### config.mk
export PLATFORM = sky130hd
export DESIGN_NAME = tol_band_mon
export DESIGN_NICKNAME = d
export VERILOG_FILES = /design/src/rtl/tbm_pkg.sv /design/src/rtl/tbm_accum.sv /design/src/rtl/tbm_limits.sv /design/src/rtl/tbm_judge.sv /design/src/rtl/tol_band_mon.sv
export SDC_FILE = /design/constraint.sdc
export NUM_CORES = 1
export LEC_CHECK = 0
export ABC_AREA = 1
export BUFFER_PORTS_ARGS = -buffer_cell sky130_fd_sc_hd__buf_2
export CORE_MARGIN = 2
export CORE_UTILIZATION = 37
export DETAILED_ROUTE_END_ITERATION = 16
export PLACE_DENSITY = 0.53
export SETUP_SLACK_MARGIN = 0.05
export SKIP_CTS_REPAIR_TIMING = 1
export SYNTH_ARGS = -nofsm -noshare
export SYNTH_HDL_FRONTEND = slang
export SYNTH_HIERARCHICAL = 1
export SYNTH_SLANG_ARGS = --single-unit
### constraint.sdc
create_clock -name clk_i -period 16.8 [get_ports clk_i]
set_input_delay 1.68 -clock clk_i [delete_from_list [all_inputs] [get_ports clk_i]]
set_output_delay 1.68 -clock clk_i [all_outputs]
set_load 0.01 [all_outputs]
### src/rtl/tbm_pkg.sv
package tbm_pkg;
  typedef enum logic {MODE_AVG = 1'b0, MODE_CELL = 1'b1} band_mode_e;

  localparam int unsigned FRAC   = 16;
  localparam int unsigned RCP100 = 655;  // floor(2^16 / 100)

  function automatic int unsigned rcp_of(input int unsigned n);
    return ((32'd1 << FRAC) + n - 1) / n;
  endfunction
endpackage

### src/rtl/tbm_accum.sv
module tbm_accum #(
  parameter int unsigned VW    = 16,
  parameter int unsigned SUM_W = 20
) (
  input  logic             clk_i,
  input  logic             rst_ni,
  input  logic             vld_i,
  input  logic             last_i,
  input  logic [VW-1:0]    v_i,
  output logic             first_o,
  output logic [SUM_W-1:0] sum_nx_o,
  output logic [VW-1:0]    min_nx_o,
  output logic [VW-1:0]    max_nx_o
);
  logic             busy_q;
  logic [SUM_W-1:0] acc_q;
  logic [VW-1:0]    min_q, max_q;

  assign first_o = !busy_q;

  always_comb begin
    sum_nx_o = (busy_q ? acc_q : '0) + SUM_W'(v_i);
    min_nx_o = (!busy_q || v_i < min_q) ? v_i : min_q;
    max_nx_o = (!busy_q || v_i > max_q) ? v_i : max_q;
  end

  always_ff @(posedge clk_i or negedge rst_ni) begin
    if (!rst_ni) begin
      busy_q <= 1'b0;
      acc_q  <= '0;
      min_q  <= '0;
      max_q  <= '0;
    end else if (vld_i) begin
      busy_q <= !last_i;
      acc_q  <= sum_nx_o;
      min_q  <= min_nx_o;
      max_q  <= max_nx_o;
    end
  end
endmodule

### src/rtl/tbm_limits.sv
module tbm_limits
  import tbm_pkg::*;
#(
  parameter int unsigned VW    = 16,
  parameter int unsigned PCT_W = 7
) (
  input  logic             clk_i,
  input  logic             rst_ni,
  input  logic             cap_i,
  input  band_mode_e       mode_i,
  input  logic [VW-1:0]    nom_i,
  input  logic [PCT_W-1:0] pct_i,
  input  logic [VW-1:0]    clo_i,
  input  logic [VW-1:0]    chi_i,
  output band_mode_e       mode_o,
  output logic [VW:0]      lo_o,
  output logic [VW:0]      hi_o
);
  localparam int unsigned PW = VW + PCT_W + 11;
  localparam logic [VW:0] LIM_MAX = '1;

  band_mode_e       mode_q;
  logic [VW-1:0]    nom_q, clo_q, chi_q;
  logic [PCT_W-1:0] pct_q;

  // first beat uses live settings so a one-beat period still works
  band_mode_e       mode_s;
  logic [VW-1:0]    nom_s, clo_s, chi_s;
  logic [PCT_W-1:0] pct_s;
  logic [PW-1:0]    prod, dl, hsum;

  always_comb begin
    mode_s = cap_i ? mode_i : mode_q;
    nom_s  = cap_i ? nom_i  : nom_q;
    pct_s  = cap_i ? pct_i  : pct_q;
    clo_s  = cap_i ? clo_i  : clo_q;
    chi_s  = cap_i ? chi_i  : chi_q;
    prod   = PW'(nom_s) * PW'(pct_s) * PW'(RCP100);
    dl     = prod >> FRAC;
    hsum   = PW'(nom_s) + dl;
    mode_o = mode_s;
    if (mode_s == MODE_CELL) begin
      lo_o = {1'b0, clo_s};
      hi_o = {1'b0, chi_s};
    end else begin
      lo_o = (dl >= PW'(nom_s)) ? '0 : (VW+1)'(PW'(nom_s) - dl);
      hi_o = (hsum > PW'(LIM_MAX)) ? LIM_MAX : hsum[VW:0];
    end
  end

  always_ff @(posedge clk_i or negedge rst_ni) begin
    if (!rst_ni) begin
      mode_q <= MODE_AVG;
      nom_q  <= '0;
      pct_q  <= '0;
      clo_q  <= '0;
      chi_q  <= '0;
    end else if (cap_i) begin
      mode_q <= mode_i;
      nom_q  <= nom_i;
      pct_q  <= pct_i;
      clo_q  <= clo_i;
      chi_q  <= chi_i;
    end
  end
endmodule

### src/rtl/tbm_judge.sv
module tbm_judge
  import tbm_pkg::*;
#(
  parameter int unsigned VW      = 16,
  parameter int unsigned SUM_W   = 20,
  parameter int unsigned N_CELLS = 8
) (
  input  logic             clk_i,
  input  logic             rst_ni,
  input  logic             end_i,
  input  band_mode_e       mode_i,
  input  logic [SUM_W-1:0] sum_i,
  input  logic [VW-1:0]    min_i,
  input  logic [VW-1:0]    max_i,
  input  logic [VW:0]      lo_i,
  input  logic [VW:0]      hi_i,
  output logic             done_o,
  output logic [VW-1:0]    avg_o,
  output logic [VW-1:0]    min_o,
  output logic [VW-1:0]    max_o,
  output logic             oob_o,
  output logic             under_o
);
  localparam int unsigned RCP_N = rcp_of(N_CELLS);
  localparam int unsigned MW    = SUM_W + FRAC + 2;

  logic [MW-1:0] mul, quo;
  logic [VW-1:0] avg_c;
  logic [VW:0]   avg_x, min_x, max_x;
  logic          oob_c, under_c;

  always_comb begin
    mul   = MW'(sum_i) * MW'(RCP_N);
    quo   = mul >> FRAC;
    avg_c = (quo > MW'({VW{1'b1}})) ? '1 : quo[VW-1:0];
    avg_x = {1'b0, avg_c};
    min_x = {1'b0, min_i};
    max_x = {1'b0, max_i};
    if (mode_i == MODE_CELL) begin
      oob_c   = !((lo_i < min_x) && (max_x < hi_i));
      under_c = 1'b0;
    end else begin
      oob_c   = !((lo_i < avg_x) && (avg_x < hi_i));
      under_c = avg_x < lo_i;
    end
  end

  always_ff @(posedge clk_i or negedge rst_ni) begin
    if (!rst_ni) begin
      done_o  <= 1'b0;
      avg_o   <= '0;
      min_o   <= '0;
      max_o   <= '0;
      oob_o   <= 1'b0;
      under_o <= 1'b0;
    end else begin
      done_o <= end_i;
      if (end_i) begin
        avg_o   <= avg_c;
        min_o   <= min_i;
        max_o   <= max_i;
        oob_o   <= oob_c;
        under_o <= under_c;
      end
    end
  end
endmodule

### src/rtl/tol_band_mon.sv
module tol_band_mon
  import tbm_pkg::*;
#(
  parameter int unsigned VW      = 16,
  parameter int unsigned N_CELLS = 8,
  parameter int unsigned PCT_W   = 7
) (
  input  logic             clk_i,
  input  logic             rst_ni,
  input  logic             vld_i,
  input  logic             last_i,
  input  logic [VW-1:0]    volt_i,
  input  logic             mode_i,
  input  logic [VW-1:0]    nom_i,
  input  logic [PCT_W-1:0] pct_i,
  input  logic [VW-1:0]    cell_lo_i,
  input  logic [VW-1:0]    cell_hi_i,
  output logic             done_o,
  output logic [VW-1:0]    avg_o,
  output logic [VW-1:0]    min_o,
  output logic [VW-1:0]    max_o,
  output logic             oob_o,
  output logic             under_o
);
  localparam int unsigned SUM_W = VW + $clog2(N_CELLS + 1);

  logic             first;
  logic [SUM_W-1:0] sum_nx;
  logic [VW-1:0]    min_nx, max_nx;
  band_mode_e       mode_s;
  logic [VW:0]      lo, hi;

  tbm_accum #(.VW(VW), .SUM_W(SUM_W)) u_accum (
    .clk_i(clk_i), .rst_ni(rst_ni), .vld_i(vld_i), .last_i(last_i), .v_i(volt_i),
    .first_o(first), .sum_nx_o(sum_nx), .min_nx_o(min_nx), .max_nx_o(max_nx)
  );

  tbm_limits #(.VW(VW), .PCT_W(PCT_W)) u_limits (
    .clk_i(clk_i), .rst_ni(rst_ni), .cap_i(vld_i && first),
    .mode_i(band_mode_e'(mode_i)), .nom_i(nom_i), .pct_i(pct_i),
    .clo_i(cell_lo_i), .chi_i(cell_hi_i),
    .mode_o(mode_s), .lo_o(lo), .hi_o(hi)
  );

  tbm_judge #(.VW(VW), .SUM_W(SUM_W), .N_CELLS(N_CELLS)) u_judge (
    .clk_i(clk_i), .rst_ni(rst_ni), .end_i(vld_i && last_i), .mode_i(mode_s),
    .sum_i(sum_nx), .min_i(min_nx), .max_i(max_nx), .lo_i(lo), .hi_i(hi),
    .done_o(done_o), .avg_o(avg_o), .min_o(min_o), .max_o(max_o),
    .oob_o(oob_o), .under_o(under_o)
  );
endmodule

# ---- Word level (Yosys, flattened, before mapping)
# Cells that the tools add are included.
# W data, S select, Z words.
dict set report word_totals {
  register_bits 160
  latch_bits 0
  ramBits 0
  mem_bits_ro 0
  out_inout_bits 51
  wordCells 55
  n_memories 0
}
dict set report op_classes {
  addsub 3
  n_mul 2
  div_mod_pow 0
  order_cmp 10
  n_eq_ne 0
  shift 0
  n_mux 15
  bitwise 0
  n_reduce_logical 10
}
# op count
set op_table {}
lappend op_table {{$mux W16} 6}
lappend op_table {{$mux W17} 4}
lappend op_table {{$lt A16 B17 Y1} 3}
lappend op_table {{$gt A34 B17 Y1 const B} 1}
lappend op_table {{$lt A17 B16 Y1} 2}
lappend op_table {{$mul A23 B10 Y33 const B} 1}
lappend op_table {{$mul A16 B7 Y23} 1}
lappend op_table {{$add A20 B16 Y20} 1}
lappend op_table {{$mux W20} 1}
lappend op_table {{$add A16 B17 Y18} 1}
lappend op_table {{$ge A17 B16 Y1} 1}
lappend op_table {{$gt A17 B16 Y1 const B} 1}
lappend op_table {{$sub A16 B17 Y17} 1}
lappend op_table {{$gt A16 B16 Y1} 1}
lappend op_table {{$lt A16 B16 Y1} 1}
lappend op_table {{$mux W7} 1}
lappend op_table {{$logic_and A1 B1 Y1} 4}
lappend op_table {{$logic_not A1 Y1} 4}
lappend op_table {{$mux W1} 3}
lappend op_table {{$logic_or A1 B1 Y1} 2}

# ---- Logic depth before layout (Yosys ltp)
dict set report logic_depth {
  word_depth 13
  ltp_mapped 81
  ltp_nobuf 75
}

# ---- Modules after synthesis
# The synthesis kept the hierarchy.
# mod instances cells_per_inst area_each_um2 seq_area_each_um2
set by_module_without_submodules {}
lappend by_module_without_submodules {tbm_limits 1 1735 13017.5 1401.3}
lappend by_module_without_submodules {tbm_accum 1 706 4732.0 1326.3}
lappend by_module_without_submodules {tbm_judge 1 514 3756.1 1276.2}
lappend by_module_without_submodules {tol_band_mon 1 4 15.0 0.0}

# ---- Worst setup path before layout
# No wires, ideal clock.
dict set report synth_path {
  path_kind {input to register}
  start {input vld_i}
  end {register u_judge.oob_o}
  arrival_ps 12440
  t_required_ps 16679
  setup_slack_ps 4239
  cell_stages 64
  path_buffers 3
  cell_sequence {nand2_1 -> inv_1 -> inv_1 -> clkbuf_1 -> or2_2 -> o21ai_0 -> clkbuf_1 -> nor2_1 -> fa_1 -> inv_1 -> fa_1 -> inv_1 -> fa_1 -> inv_1 -> fa_1 -> inv_1 -> ha_1 -> inv_2 -> [... 28 more ...] -> nand2_1 -> nand2_1 -> nand2_1 -> nand2_2 -> nand4_4 -> buf_12 -> o21bai_4 -> inv_1 -> ha_1 -> nand2_1 -> nor2_2 -> nand2_1 -> clkinv_1 -> nand4_2 -> nand3_2 -> nand3_1 -> nand2_1 -> nand3_2}
}
dict set report synth_via {
  word_cells_on_any_way 26
}
# item line_no
set synth_lines {}
lappend synth_lines {{start, declared} tol_band_mon.sv:10} ;# input logic vld_i,
lappend synth_lines {{$logic_and A1 B1 Y1 *} tol_band_mon.sv:39} ;# .clk_i(clk_i), .rst_ni(rst_ni), .cap_i(vld_i && first),
lappend synth_lines {{$mux W16 / $mux W7 (equally long branches)} {tbm_limits.sv:34, tbm_limits.sv:35}}
lappend synth_lines {{$mul A16 B7 Y23} tbm_limits.sv:38} ;# prod = PW'(nom_s) * PW'(pct_s) * PW'(RCP100);
lappend synth_lines {{$mul A23 B10 Y33} tbm_limits.sv:38}
lappend synth_lines {{$sub A16 B17 Y17 / $ge A17 B16 Y1 (equally long branches)} tbm_limits.sv:46} ;# lo_o = (dl >= PW'(nom_s)) ? '0 : (VW+1)'(PW'(nom_s) - dl);
lappend synth_lines {{$mux W17} tbm_limits.sv:46}
lappend synth_lines {{$mux W17 *} tbm_limits.sv:42} ;# if (mode_s == MODE_CELL) begin
lappend synth_lines {{net lo[14]} tol_band_mon.sv:31} ;# logic [VW:0] lo, hi;
lappend synth_lines {{$lt A17 B16 Y1 (on tied branches)} {tbm_judge.sv:43, tbm_judge.sv:40}}
lappend synth_lines {{$logic_and A1 B1 Y1 (on tied branches)} {tbm_judge.sv:43, tbm_judge.sv:40}}
lappend synth_lines {{$logic_not A1 Y1 (on tied branches)} {tbm_judge.sv:43, tbm_judge.sv:40}}
lappend synth_lines {{$mux W1 *} tbm_judge.sv:39} ;# if (mode_i == MODE_CELL) begin
lappend synth_lines {{end signal, assigned} tbm_judge.sv:62} ;# oob_o <= oob_c;
lappend synth_lines {{end, declared} tbm_judge.sv:21} ;# output logic oob_o,
# Mark *: on every way through the listed nets, which the timed path passes. The rest lies on a longest branch.
# A chain may end at the register's enable or synchronous reset.

# ---- Worst setup path in the final report
dict set report layout_path {
  start {input vld_i}
  end {register u_judge.oob_o}
}
dict set report layout_via {
  word_cells_on_any_way 26
}
# item line_no
set layout_lines {}
lappend layout_lines {{$logic_and A1 B1 Y1 *} tol_band_mon.sv:39}
lappend layout_lines {{$mux W16 *} tbm_limits.sv:34} ;# nom_s = cap_i ? nom_i : nom_q;
lappend layout_lines {{net u_limits.nom_s[2]} tbm_limits.sv:28} ;# logic [VW-1:0] nom_s, clo_s, chi_s;
lappend layout_lines {{$mul A16 B7 Y23} tbm_limits.sv:38}
lappend layout_lines {{$mul A23 B10 Y33} tbm_limits.sv:38}
lappend layout_lines {{$sub A16 B17 Y17 / $ge A17 B16 Y1 (equally long branches)} tbm_limits.sv:46}
lappend layout_lines {{$mux W17 *} tbm_limits.sv:46}
lappend layout_lines {{$mux W17 *} tbm_limits.sv:42}
lappend layout_lines {{net lo[11]} tol_band_mon.sv:31}
lappend layout_lines {{$lt A17 B16 Y1 (on tied branches)} {tbm_judge.sv:43, tbm_judge.sv:40}}
lappend layout_lines {{$logic_and A1 B1 Y1 (on tied branches)} {tbm_judge.sv:43, tbm_judge.sv:40}}
lappend layout_lines {{$logic_not A1 Y1 (on tied branches)} {tbm_judge.sv:43, tbm_judge.sv:40}}
lappend layout_lines {{$mux W1 *} tbm_judge.sv:39}
# Marks and branches as above.

==> metrics <==
post-synth cell types=55; CP max stage cell=xor2_1; Ant. Diodes=0; mean post-synth cell area=7.273 um^2; layout cell share with drive strength beyond 1=10.89%; Peak Freq=68.60 MHz; Initial Utilization=37.37%; die span in y=245.2 um; Critical Path AT=14.96 ns; status=completed; Post-synth EDFFs=0; dpl cells=3801; final hold violation count=0; Rows=88; r2r setup slk=2.58 ns; port bufs=126; Root Buffer=clkbuf_16; Top FF cell, synth=dfrtp_1; Via density=4.923; skew final=0.01700 ns; Most common cell on crit path=nand2_1; initial antenna violation count=0; area of the multi-input gates=0.01516 mm^2; die width=245.2 um; #FFs+latches synth=160; DR pass1 iterations=6; vias in the first global route=19037; worst-skew pair later-pin latency=0.46 ns; R2R Path End=u_judge/oob_o; CP Class=in -> reg; Final Cycle Share=86.77%; fillcell total=6129; HPWL Detailed=56.42 mm; nets=3584; Seq/Total Area, Yosys=18.60%; pin count of the biggest net entering global routing=70; clk sink count=160; Hold/Removal Path Class=reg -> reg; cells on worst reg2reg path=61; Max-slew headroom=25.19%; TritonCTS Buffers=17; CP max FO=16; DRT Wirelength=67.06 mm; unrepaired setup endpoints after global routing=no; overall routing resource usage=22.79%; core area=0.05759 mm^2; grt ovf=0; hold path start=u_judge/max_o[5]; Critical Path Max Stage Delay=0.63 ns; Max Cap Viol=0; global-route wire length before repair=106.1 mm; WHS Endpoint=u_judge/max_o[5]; IO Pins=127; final setup vio count=0; Worst Hold Path Cells=2; Die ar.=0.06011 mm^2; worst path required time=17.18 ns; Setup TNS=0 ns; ys async rst share=100.0%; Synth Instances=2959; WL/cell=17.49 um; CTS tree=yes; P&R area growth vs syn=9.157%; worst r2r src=u_accum/busy_q; Antenna Nets Post-Route=0; Syn Nets=3488; clock transition at the registers of the reported paths=0.07 ns; Worst Setup End Kind=flop; synthesized area=0.02152 mm^2; register area=0.004005 mm^2; Placer Congestion=0.9454; DR iter-0 viols=1281; max-slew violation count=0; Bufs on Longest Clock Path=2; H-tree levels=4; Synth warnings=6; Tmin final=14.58 ns; Slew @ Worst Pin=1.122 ns; Post-Layout Cell Count=3833; crit path launch type=input pin; via count=18871; DR DRC count=0
per-stage QoR:
stage               util (%)  cell area [um^2]  worst slack [ns]  hold slack (ns)
CTS                    40.79             23490             2.274           0.4756
finish                 40.79             23490             2.223           0.4669
detailed placement     39.75             22890             1.827           0.4583
global route           40.79             23490             1.365           0.4897
global placement       39.75             22890             1.707           0.4494
floorplan                  -             21520             4.239           0.4364
cells in the mapped netlist (3+ instances only):
master    count  area, um^2
xor2_2        3       48.80
nand3b_1      5       37.54
and2_1       41       256.5
nand4_1      17       106.4
nor2_2       10       62.56
o21ai_2       3       26.28
o21bai_1     16       120.1
nor2_1      191       716.9
buf_4         6       45.04
nand2_4       9       101.4
nor3_2        5       50.05
o21bai_4     10       187.7
clkbuf_1     35       131.4
inv_2        12       45.04
nand2_2      23       143.9
buf_2        18       90.09
o21ai_0      84       420.4
nor3_1       19       95.09
a21oi_4       3       48.80
a21oi_1     128       640.6
ha_1        316        3954
dfrtp_1     160        4004
xnor2_1      16       140.1
nand2_1     854        3206
a21o_1       19       142.6
nand3_2       7       70.07
xor2_1       44       385.4
a21oi_2       7       61.31
nor4_1        4       25.02
inv_1       517        1941
or2_2        49       306.5
buf_6         4       45.04
fa_1        137        2743
nor2_4        5       56.30
and3_1        4       25.02
nand3_1     135       675.7
o21ai_1      17       85.08
how the worst max path moves through the flow:
stage,from,depth (start not counted),slack (ns),endpoint
6_report,vld_i,61,2.22,u_judge/oob_o
4_1_cts,vld_i,64,2.27,u_judge/oob_o
3_5_place_dp,vld_i,63,1.83,u_judge/oob_o
2_1_floorplan,vld_i,64,4.24,u_judge/oob_o
5_1_grt,vld_i,64,1.36,u_judge/oob_o
3_3_place_gp,vld_i,61,1.71,u_judge/oob_o
layer usage:
layer,wire (um),track usage (%),up-vias
li1,-,-,9381
met1,30100,29.92,8950
met2,32210,39.18,458
met3,2942,2.712,82
met4,1808,6.707,0
met5,0,0,-
critical path, delay by kind of cell:
kind / cells / cell delay, ns
AOI/OAI and AO/OA: 8 / 2.07
and+or+nand+nor: 23 / 3.01
xor gates and xnor gates: 2 / 0.86
buffers and inverters: 15 / 1.50
adders and majority gates: 13 / 5.78
registers in the layout, summed over array words and instances, names as in the netlist:
signal and cells:
u_judge/avg_o 16, u_limits/chi_q 16, u_limits/pct_q 7, u_accum/busy_q 1
u_limits/clo_q 16, u_limits/mode_q 1, u_judge/oob_o 1, u_judge/under_o 1
u_accum/max_q 16, u_judge/min_o 16, u_judge/done_o 1, u_judge/max_o 16
u_accum/acc_q 20, u_accum/min_q 16, u_limits/nom_q 16
final cells by class:
type | instances | share of cell area (%)
Tap cell | 765 | 4.075
Sequential cell | 160 | 17.05
Timing Repair Buffer | 144 | 3.286
Inverter | 531 | 8.485
Clock inverter | 14 | 0.7244
Clock buffer | 18 | 1.827
Multi-Input combinational cell | 2201 | 64.55
cells in the final DEF, fill, tap and decap left out, types with 17 or more instances in the layout:
cell type  netlist  final
a21oi_1        128    128
nor3_1          19     19
o21ai_0         84     84
buf_2           18    125
nor2_1         191    191
nand4_1         17     17
clkbuf_16        0     17
inv_1          517    517
nand2_2         23     23
fa_1           137    137
xor2_1          44     44
o21ai_1         17     17
buf_4            6     18
and2_1          41     41
nand3_1        135    135
dfrtp_1        160    159
ha_1           316    316
a21o_1          19     19
nand2_1        854    854
or2_2           49     49
cell families (layout without fill, tap and decap cells):
group | count (synthesis) | count (layout) | synth area share [%]
and+or+nand+nor | 1384 | 1384 | 27.96
buffers and inverters | 598 | 707 | 10.93
adders and majority gates | 453 | 453 | 31.12
AOI/OAI and AO/OA | 299 | 299 | 8.570
DFF | 160 | 160 | 18.60
xor gates and xnor gates | 65 | 65 | 2.820
Power is not shown: default switching activity piles up to over one toggle a cycle in this logic, so the estimate is an artifact.
